**config.mk**
```make
export PLATFORM = sky130hd
export DESIGN_NAME = ush_attach_seq
export DESIGN_NICKNAME = d
export VERILOG_FILES = /design/src/rtl/ush_pkg.sv /design/src/rtl/ush_line_sampler.sv /design/src/rtl/ush_tick_timer.sv /design/src/rtl/ush_se0_filter.sv /design/src/rtl/ush_attach_seq.sv
export SDC_FILE = /design/constraint.sdc
export NUM_CORES = 1
export LEC_CHECK = 0
export BUFFER_PORTS_ARGS = -buffer_cell sky130_fd_sc_hd__buf_2
export CORE_MARGIN = 3
export CORE_UTILIZATION = 61
export DETAILED_ROUTE_END_ITERATION = 7
export PLACE_DENSITY = 0.85
export SYNTH_ARGS = -nofsm -noshare
export SYNTH_HDL_FRONTEND = slang
export SYNTH_HIERARCHICAL = 1
export SYNTH_SLANG_ARGS = --single-unit
```
**constraint.sdc**
```tcl
create_clock -name clk -period 5 [get_ports clk]
set_clock_uncertainty 0.2 [all_clocks]
set_input_delay 0.25 -clock clk [delete_from_list [all_inputs] [get_ports clk]]
set_output_delay 0.25 -clock clk [all_outputs]
set_load 0.1 [all_outputs]
```
**src/rtl/ush_pkg.sv**
```systemverilog
package ush_pkg;

  typedef enum logic [2:0] {
    ST_OFF,
    ST_WAIT,
    ST_SETTLE,
    ST_BUSRST,
    ST_RECOVER,
    ST_READY
  } seq_state_t;

  function automatic int max3(input int a, input int b, input int c);
    int m;
    m = (a > b) ? a : b;
    return (m > c) ? m : c;
  endfunction

endpackage

```
**src/rtl/ush_line_sampler.sv**
```systemverilog
module ush_line_sampler #(
  parameter int LW     = 2,
  parameter int DP_BIT = 1
) (
  input  logic          clk,
  input  logic          rst,
  input  logic [LW-1:0] line_in,
  output logic          se0_now,
  output logic          dp_level,
  output logic          attach_edge
);
  logic [LW-1:0] line_q;
  logic          prev_se0;

  // Reset to an all-ones line so that no attach edge is seen right after reset
  always_ff @(posedge clk) begin
    if (rst) begin
      line_q   <= '1;
      prev_se0 <= 1'b0;
    end else begin
      line_q   <= line_in;
      prev_se0 <= se0_now;
    end
  end

  assign se0_now     = (line_q == '0);
  assign dp_level    = line_q[DP_BIT];
  assign attach_edge = prev_se0 && !se0_now;
endmodule

```
**src/rtl/ush_tick_timer.sv**
```systemverilog
module ush_tick_timer #(
  parameter int CW = 8
) (
  input  logic          clk,
  input  logic          rst,
  input  logic          clear,
  input  logic          tick,
  input  logic [CW-1:0] limit,
  output logic          expire
);
  logic [CW-1:0] cnt;

  always_ff @(posedge clk) begin
    if (rst)        cnt <= '0;
    else if (clear) cnt <= '0;
    else if (tick)  cnt <= cnt + CW'(1);
  end

  // Fires on the tick that arrives once `limit` ticks have already been counted
  assign expire = tick && (cnt == limit);
endmodule

```
**src/rtl/ush_se0_filter.sv**
```systemverilog
module ush_se0_filter #(
  parameter int LIMIT = 3,
  parameter int CW    = 3
) (
  input  logic clk,
  input  logic rst,
  input  logic clear,
  input  logic arm,
  input  logic se0,
  input  logic tick,
  output logic trip
);
  logic [CW-1:0] run;

  always_ff @(posedge clk) begin
    if (rst) begin
      run <= '0;
    end else if (clear || !arm || !se0) begin
      run <= '0;
    end else if (tick && (run != CW'(LIMIT))) begin
      run <= run + CW'(1);
    end
  end

  assign trip = arm && se0 && tick && (run == CW'(LIMIT));
endmodule

```
**src/rtl/ush_attach_seq.sv**
```systemverilog
module ush_attach_seq
  import ush_pkg::*;
#(
  parameter int STAB_MS  = 100,
  parameter int RST_MS   = 50,
  parameter int RECOV_MS = 10,
  parameter int DEB_MS   = 3
) (
  input  logic       clk,
  input  logic       rst,
  input  logic       host_en,
  input  logic [1:0] line_st,
  input  logic       ms_tick,
  input  logic       attach_clr,
  output logic       attach_irq,
  output logic       low_speed,
  output logic       bus_reset,
  output logic       sof_en,
  output logic       ready
);
  localparam int MAX_MS = max3(STAB_MS, RST_MS, RECOV_MS);
  localparam int TW     = $clog2(MAX_MS + 1) + 1;
  localparam int DW     = $clog2(DEB_MS + 1) + 1;

  seq_state_t    state, nxt;
  logic          se0_now, dp_level, attach_edge;
  logic          expire, trip, phase_change, arm;
  logic [TW-1:0] limit;

  ush_line_sampler #(.LW(2), .DP_BIT(1)) u_line (
    .clk         (clk),
    .rst         (rst),
    .line_in     (line_st),
    .se0_now     (se0_now),
    .dp_level    (dp_level),
    .attach_edge (attach_edge)
  );

  ush_tick_timer #(.CW(TW)) u_timer (
    .clk    (clk),
    .rst    (rst),
    .clear  (phase_change),
    .tick   (ms_tick),
    .limit  (limit),
    .expire (expire)
  );

  ush_se0_filter #(.LIMIT(DEB_MS), .CW(DW)) u_deb (
    .clk   (clk),
    .rst   (rst),
    .clear (phase_change),
    .arm   (arm),
    .se0   (se0_now),
    .tick  (ms_tick),
    .trip  (trip)
  );

  assign arm = (state == ST_SETTLE) || (state == ST_RECOVER);

  always_comb begin
    unique case (state)
      ST_SETTLE:  limit = TW'(STAB_MS);
      ST_BUSRST:  limit = TW'(RST_MS);
      ST_RECOVER: limit = TW'(RECOV_MS);
      default:    limit = '0;
    endcase
  end

  always_comb begin
    nxt = state;
    if (!host_en) begin
      nxt = ST_OFF;
    end else begin
      unique case (state)
        ST_OFF:     nxt = ST_WAIT;
        ST_WAIT:    if (attach_edge) nxt = ST_SETTLE;
        ST_SETTLE:  if (trip) nxt = ST_WAIT; else if (expire) nxt = ST_BUSRST;
        ST_BUSRST:  if (expire) nxt = ST_RECOVER;
        ST_RECOVER: if (trip) nxt = ST_WAIT; else if (expire) nxt = ST_READY;
        ST_READY:   nxt = ST_READY;
        default:    nxt = ST_OFF;
      endcase
    end
  end

  assign phase_change = (nxt != state);

  always_ff @(posedge clk) begin
    if (rst) begin
      state      <= ST_OFF;
      attach_irq <= 1'b0;
      low_speed  <= 1'b0;
      bus_reset  <= 1'b0;
      sof_en     <= 1'b0;
      ready      <= 1'b0;
    end else begin
      state     <= nxt;
      bus_reset <= (nxt == ST_BUSRST);
      sof_en    <= (nxt == ST_RECOVER) || (nxt == ST_READY);
      ready     <= (nxt == ST_READY);

      if ((state == ST_WAIT) && (nxt == ST_SETTLE)) attach_irq <= 1'b1;
      else if (attach_clr)                          attach_irq <= 1'b0;

      if ((state == ST_SETTLE) && (nxt == ST_BUSRST))  low_speed <= !dp_level;
      else if ((nxt == ST_OFF) || (nxt == ST_WAIT))    low_speed <= 1'b0;
    end
  end
endmodule

```
==> results.toml, run 1 <==
[status]
status = "complete, no violations"

[place]
hpwl_um = 1560
gp_congestion = 0.855
dp_cells = 169
place_area_mm2 = 0.00125
portBuffers = 11

[worst_setup_path]
timing.critical_path.to = "u_timer/cnt[3]"
cp.arrival_ns = 3.52
cp-end-kind = "register"
r2r_cells = 13
rr_startpoint = "state[2]"
crit_path_start_kind = "register"
reg2reg_slack_ns = 1.48
r2r-end = "u_timer/cnt[3]"
cp_data_required_time_ns = 5.01
startpoint = "state[2]"
critical_path_class = "register to register"
worstPathMaxFanout = 12

[logic_synthesis]
syn_inst = 140
yosysTopAreaCellShare_pct = 36.7
ys_top_cells_by_count = "dfxtp_1, nor2_1, nand2_1, xnor2_1, a21oi_1"
netlist_area_mm2 = 0.00120
synth_area_leaders = "dfxtp_1, xnor2_1, nor2_1, a21oi_1, ha_1"
ys_seq_elements = 22
ys_seq_area_share_pct = 36.7
synth-async-reset-ratio_pct = 0
post-synth-top-count-cell = "dfxtp_1"
ys.flop_type = "dfxtp_1"
synth_edf_count = 0
synth_cell_types = 47
synth_top_cell_by_area = "dfxtp_1"
synth.avg_cell_area_um2 = 8.58
synth_warnings = 6

[floorplanning]
start_util_pct = 67.4
ioPinCount = 12
die_w_um = 50.4
fp.dieArea_mm2 = 0.00254
rows = 15
die_y_um = 50.4
core_mm2 = 0.00178

[timing]
fmax_mhz = 284
setup_viol = 0
slew-limit-headroom_pct = 56.7
rsz0062_at_grt = "false"
fin_crit_sh_pct = 70.3
slew_viol_final = 0
period_minus_slack_ns = 3.52
worst_slew_pin_slew_ns = 0.645
final_hold_viol_count = 0
final.setup.tns_ns = 0

[clock_network]
cts_root_buffer = "clkbuf_4"
clock-sinks = 22
cts.clk_slew.worst_paths_ns = 0.12
htreeDepth = 1
cts_resized = 0
clockBufferDepth = 2
numCtsBuffers = 3
cts_tree = "built"
clk_latency_ns = 0.31

[layout]
fin_cells = 175
postLayoutCellArea_mm2 = 0.00132
area_growth_pct = 9.90
n_antenna_cell = 0
fin_nets = 161
drive_gt1_share_pct = 18.7

[routing]
wl_per_cell_um = 11.9
antenna_left = 0
vias = 967
first_pass_iters = 4
wirelength_um = 2070
routed_via_density = 5.53
drcViolationCount = 0
dr.first_iter.drc_count = 22

[power]
leakage_nw = 0.514
max-vdd-ir-drop_v = 0.000192
p_per_area_mw_per_mm2 = 257

[global_routing]
grt_util_all_layers_pct = 19.6
grt_pass1_wl_um = 3840
grt_overflow = 0
grt_pass1_vias = 932
grt_max_degree = 14
antenna_found_initial = 0

[run]
drv_cap = 0

[worst_hold_path]
hp-class = "input port to register"
-- worst max-delay path, stage by stage, from the launching register on --
cell and delay [ns]:
dfxtp_1 0.57, nand2b_1 0.22, inv_2 0.07, and2_1 0.18, or2_1 0.24, xnor2_1 0.13
nand2_1 0.08, nor3_1 0.56, nor2_2 0.11, maj3_2 0.32, or3b_1 0.34, nand4_1 0.11
or2_2 0.20, nor2_1 0.07
-- final cells by class --
cell class	count	area, um^2
clock buffers	3	22.5
clock inverters	1	30.0
fillers	135	463
inverters	2	7.51
multi-input cells	109	713
flip-flops and latches	22	440
well taps	25	31.3
repair buffers	13	75.1
-- flip-flops by register name, indices dropped and copies added, names as in the netlist --
signal           count
sof_en               1
u_timer/cnt          8
attach_irq           1
u_line/prev_se0      1
low_speed            1
ready                1
state                3
u_deb/run            3
u_line/line_q        2
bus_reset            1
-- routing by layer --
metal	global-route usage [%]	wire, um	share of wire, %
met5	0	0	0
met4	8.52	30	1.4
met2	30.7	999	48
met3	6.53	95	4.6
met1	24.4	948	46
-- cells by family after synthesis --
logic type	after synthesis	synth area share (%)
xor+xnor	13	9.48
buf+inv	10	4.27
simple gates	67	32.1
mux	3	2.50
fa+ha+maj	4	4.06
other cells	1	0.312
flops	22	36.7
compound gates	20	10.6
-- layout by cell type (no fill, tap or decap), types with 4 or more instances in the layout --
master   count
nor3_1       4
nand2_1     10
buf_2       11
xnor2_1     10
dfxtp_1     22
nand4_1      4
nand3_1      5
nor2_1      18
a21oi_1      9
-- power breakdown --
part / switching, W / internal [W] / leakage (nW)
Clock: 0.0000523 / 0.0000811 / 0.0279
Sequential: 0.00000340 / 0.000178 / 0.178
Combinational: 0.0000134 / 0.0000110 / 0.307
Total: 0.0000691 / 0.000270 / 0.514
-- metrics by stage --
step / hold slack [ns] / utilization (%) / power, W / setup slack (ns)
6_report: 0.0405 / 74.0 / 0.000339 / 1.48
4_1_cts: 0.0297 / 74.0 / 0.000343 / 1.50
3_3_place_gp: 0.230 / 70.0 / 0.000207 / 1.70
2_1_floorplan: 0.121 / - / 0.000203 / 1.94
5_1_grt: 0.0503 / 74.0 / 0.000353 / 1.25
3_5_place_dp: 0.231 / 70.0 / 0.000208 / 1.53
-- worst min-delay path by stage --
stage,start,endpoint,slack (ns),cells after the start
2_1_floorplan,rst,u_line/prev_se0,0.12,1
3_3_place_gp,line_st[1],u_line/line_q[1],0.23,2
3_5_place_dp,line_st[0],u_line/line_q[0],0.23,2
4_1_cts,attach_clr,attach_irq,0.03,4
5_1_grt,attach_clr,attach_irq,0.05,4
6_report,attach_clr,attach_irq,0.04,4
-- repair_timing --
item / in CTS / in global routing
hold buffers: 2 / 0
setup buffers: 0 / 0
endpoints found under the hold margin: 2 / 0
Power figures use the tool's default switching activity.
==> run 2, diff against run 1 <==
- CORE_UTILIZATION: 61 -> 51
- PLACE_DENSITY: 0.85 -> 0.76
- clock period: 5 -> 2.9 ns (I/O delays scaled with it)
==> results.toml, run 2 (synthesized netlist as in run 1, its figures left out) <==
[status]
status = "complete, no violations"

[floorplanning]
die_y_um = 54.5
ioPinCount = 12
core_mm2 = 0.00210
fp.dieArea_mm2 = 0.00297
die_w_um = 54.5
start_util_pct = 57.1
rows = 16

[clock_network]
clockBufferDepth = 2
clk_latency_ns = 0.31
clock-sinks = 22
htreeDepth = 1
cts_tree = "built"
cts.clk_slew.worst_paths_ns = 0.13
numCtsBuffers = 3
cts_setup_buffers = 0
cts_root_buffer = "clkbuf_4"

[layout]
fin_nets = 169
postLayoutCellArea_mm2 = 0.00143
area_growth_pct = 19.2
top_regs = "u_timer/cnt: 8 flops, state: 3 flops, u_deb/run: 3 flops"
regMostFlops = "u_timer/cnt"
final_core_util_pct = 68.1
final_cell_mix = "dfxtp_1, nor2_1, buf_2"
largest_reg_flops = 8
layout_commonest_cell = "dfxtp_1"
drive_gt1_share_pct = 24.1
n_antenna_cell = 0

[worst_setup_path]
slowest_delay_ns = 0.37
cp_data_required_time_ns = 2.91
critical_path_class = "register to register"
crit_path_start_kind = "register"
reg2reg_slack_ns = 0.15
cp.arrival_ns = 2.76
path_cells = "buf_4, nand2b_1, nor2_1, xnor2_1, nand4_1, nor3_4, nor2_2, maj3_2, or3b_1, nand4_1, or2_4, nor2_1"
cp_num_buf_inv = 1
cp-end-kind = "register"
worstPathMaxFanout = 11
crit_family = "simple AND/OR/NAND/NOR gates"
slowest_stage = "dfxtp_2"

[routing]
vias = 1029
wirelength_um = 2490
drcViolationCount = 0
antenna_left = 0
dr.first_iter.drc_count = 33
routed_via_density = 5.56
first_pass_iters = 4
wl_per_cell_um = 13.5

[timing]
period_minus_slack_ns = 2.75
hold_ws_ns = 0.0547
fin_crit_sh_pct = 94.8
fmax_mhz = 364
final_hold_viol_count = 0
setup_viol = 0
slew_viol_final = 0
setup_ws_ns = 0.150

[global_routing]
grt_max_degree = 14
grt_pass1_wl_um = 3970
grt_overflow = 0
grt_pass1_vias = 943
antenna_found_initial = 0
grt_util_all_layers_pct = 18.4

[place]
gp_congestion = 0.858
place_area_mm2 = 0.00129
hpwl_um = 1690
preCtsSetupSlack_ns = 0.0513
portBuffers = 11

[power]
leakage_nw = 0.558
netSwitchingFraction_pct = 21.4
p_per_area_mw_per_mm2 = 419
internal_power_w = 0.000471
clockPowerShare_pct = 39.2
power_frac_seq_pct = 51.9
max-vdd-ir-drop_v = 0.000423
power_switching_w = 0.000128
p_comb_share_pct = 8.9

[worst_hold_path]
hp-class = "input port to register"

[run]
drv_cap = 0
==> run 2: through the flow <==
| step | total power [W] | std cells | TNS (ns) |
|---|---|---|---|
| after floorplan | 0.000353 | 141 | 0 |
| after global placement | 0.000362 | 175 | 0 |
| after detailed placement | 0.000363 | 175 | 0 |
| after CTS | 0.000600 | 185 | 0 |
| after global routing | 0.000632 | 185 | -0.115 |
| final | 0.000599 | 185 | 0 |
==> run 2: path summary, 6_finish.rpt <==
kind,startpoint,to,cells past startpoint
worst max-delay path,state[2],u_timer/cnt[0],12
worst min-delay path,ms_tick,u_timer/cnt[1],3
worst max register to register,state[2],u_timer/cnt[0],12
worst min register to register,low_speed,low_speed,2
==> run 2: power by group through the flow <==
stage | registers [W] | clock network [W] | logic, W
CTS | 0.000311 | 0.000239 | 0.0000507
finish | 0.000311 | 0.000235 | 0.0000534
detailed placement | 0.000317 | 0 | 0.0000454
global placement | 0.000317 | 0 | 0.0000444
floorplan | 0.000317 | 0 | 0.0000362
global route | 0.000312 | 0.000262 | 0.0000588
==> run 2: repair_timing <==
action,CTS,global route
endpoints found under the setup margin,0,11
resized for setup,0,7
hold buffers,6,0
endpoints found under the hold margin,10,0
==> run 2: tightest hold or removal path, stage by stage <==
cell and delay, ns:
buf_2 0.19, mux2i_1 0.10, nor2_1 0.09
==> run 2: layout make-up <==
type | count | area (um^2)
Inverter | 2 | 7.51
Clock buffer | 3 | 22.5
Timing Repair Buffer | 21 | 145
Clock inverter | 1 | 30.0
Sequential cell | 22 | 443
Tap cell | 27 | 33.8
Multi-Input combinational cell | 109 | 749
Fill cell | 176 | 671
==> run 2: metal layers <==
metal  part of all wire, %  routed length [um]  GRT usage [%]
met1                    45                1120           23.3
met4                   3.7                  92           4.98
met2                    48                1200           31.7
met3                   3.4                  85           3.27
met5                     0                   0              0
==> run 3, diff against run 2 <==
- RECOVER_POWER: unset -> 50
==> results.toml, run 3 (synthesized netlist as in run 1, its figures left out) <==
[status]
status = "complete, no violations"

[worst_setup_path]
critical_path_class = "register to register"
rr_startpoint = "state[2]"
cp_data_required_time_ns = 2.91
timing.critical_path.to = "u_timer/cnt[0]"
worstPathMaxFanout = 11
r2r-end = "u_timer/cnt[0]"
cp-end-kind = "register"
reg2reg_slack_ns = 0.14
crit_path_start_kind = "register"
r2r_cells = 12
cp.arrival_ns = 2.76
startpoint = "state[2]"

[global_routing]
grt_pass1_vias = 943
grt_pass1_wl_um = 3970
antenna_found_initial = 0
grt_max_degree = 14
grt_util_all_layers_pct = 18.4
grt_overflow = 0

[clock_network]
clockBufferDepth = 2
htreeDepth = 1
numCtsBuffers = 3
clock-sinks = 22
cts.clk_slew.worst_paths_ns = 0.13
cts_tree = "built"
cts_setup_buffers = 0
clk_latency_ns = 0.31
cts_root_buffer = "clkbuf_4"

[floorplanning]
die_w_um = 54.5
rows = 16
fp.dieArea_mm2 = 0.00297
core_mm2 = 0.00210
start_util_pct = 57.1
ioPinCount = 12
die_y_um = 54.5

[power]
power_frac_seq_pct = 52.0
netSwitchingFraction_pct = 21.4
power_switching_w = 0.000128
power_w = 0.000599
p_comb_share_pct = 8.8
max-vdd-ir-drop_v = 0.000423
clockPowerShare_pct = 39.2
internal_power_w = 0.000470
leakage_nw = 0.532
p_per_area_mw_per_mm2 = 421

[layout]
register_area_um2 = 443
area_growth_pct = 18.3
fin_nets = 169
n_antenna_cell = 0
largest_reg_flops = 8
multi_input_area_um2 = 749
fillerInstances = 182
regMostFlops = "u_timer/cnt"
final_core_util_pct = 67.6
drive_gt1_share_pct = 20.3
final_cell_mix = "dfxtp_1, nor2_1, nand2_1, xnor2_1, a21oi_1"
top_regs = "u_timer/cnt: 8 flops, state: 3 flops, u_deb/run: 3 flops"
layout_commonest_cell = "dfxtp_1"

[routing]
antenna_left = 0
wl_per_cell_um = 13.5
vias = 1040
dr.first_iter.drc_count = 44
first_pass_iters = 5
drcViolationCount = 0
wirelength_um = 2500
routed_via_density = 5.62

[place]
hpwl_um = 1690
portBuffers = 11
gp_congestion = 0.858
preCtsSetupSlack_ns = 0.0513

[timing]
fmax_mhz = 363
worst_slew_pin_slew_ns = 1.17
setup_viol = 0
period_minus_slack_ns = 2.76
final_hold_viol_count = 0
fin_crit_sh_pct = 95.1
slew-limit-headroom_pct = 22.4
setup_ws_ns = 0.142
slew_viol_final = 0

[run]
drv_cap = 0

[worst_hold_path]
hp-class = "input port to register"
run 3: cell count changes in the layout (fill, tap and decap cells not counted), sizes merged:
cell | before | now
buf | 15 | 9
clkbuf | 3 | 9
run 3: final cells by class:
| class | count | share of cell area, % |
|---|---|---|
| tap | 27 | 2.38 |
| timing repair buffer | 21 | 9.51 |
| inverter | 2 | 0.528 |
| clock buffer | 3 | 1.58 |
| sequential | 22 | 31.2 |
| multi-input combinational | 109 | 52.7 |
| clock inverter | 1 | 2.11 |
run 3: stage by stage:
| stage | instances | area, um^2 | hold slack (ns) | TNS [ns] |
|---|---|---|---|---|
| floorplan | 141 | 1220 | 0.0161 | 0 |
| global placement | 175 | 1290 | 0.122 | 0 |
| detailed placement | 175 | 1290 | 0.129 | 0 |
| CTS | 185 | 1400 | 0.0374 | 0 |
| global route | 185 | 1420 | 0.0375 | -0.116 |
| finish | 185 | 1420 | 0.0526 | 0 |
run 3: worst min path at each step:
stage	startpoint	endpoint	slack [ns]	depth (start not counted)
floorplan	rst	u_line/prev_se0	0.02	1
global placement	line_st[1]	u_line/line_q[1]	0.12	2
detailed placement	line_st[0]	u_line/line_q[0]	0.13	2
CTS	ms_tick	u_timer/cnt[0]	0.04	3
global route	ms_tick	u_timer/cnt[1]	0.04	3
finish	ms_tick	u_timer/cnt[1]	0.05	3
run 3: critical path: stages (launching register included):
cell and delay (ns):
dfxtp_2 0.37, buf_4 0.19, nand2b_1 0.12, nor2_1 0.16, xnor2_1 0.13, nand4_1 0.16
nor3_4 0.23, nor2_2 0.07, maj3_2 0.30, or3b_1 0.36, nand4_1 0.12, or2_4 0.18
nor2_1 0.07
run 3: power by group through the flow:
stage	combinational, W	clock [W]	sequential, W
finish	0.0000529	0.000235	0.000311
global route	0.0000582	0.000262	0.000312
global placement	0.0000444	0	0.000317
floorplan	0.0000362	0	0.000317
CTS	0.0000507	0.000239	0.000311
detailed placement	0.0000454	0	0.000317
run 3: repair_timing:
item / CTS / global route
hold endpoints to repair: 10 / 0
endpoints found under the setup margin: 0 / 11
resized for setup: 0 / 7
hold buffers: 6 / 0
run 3: layer usage:
metal  wire, um  track usage (%)
met1       1080             23.3
met2       1200             31.7
met3        121             3.27
met4         90             4.98
met5          0                0
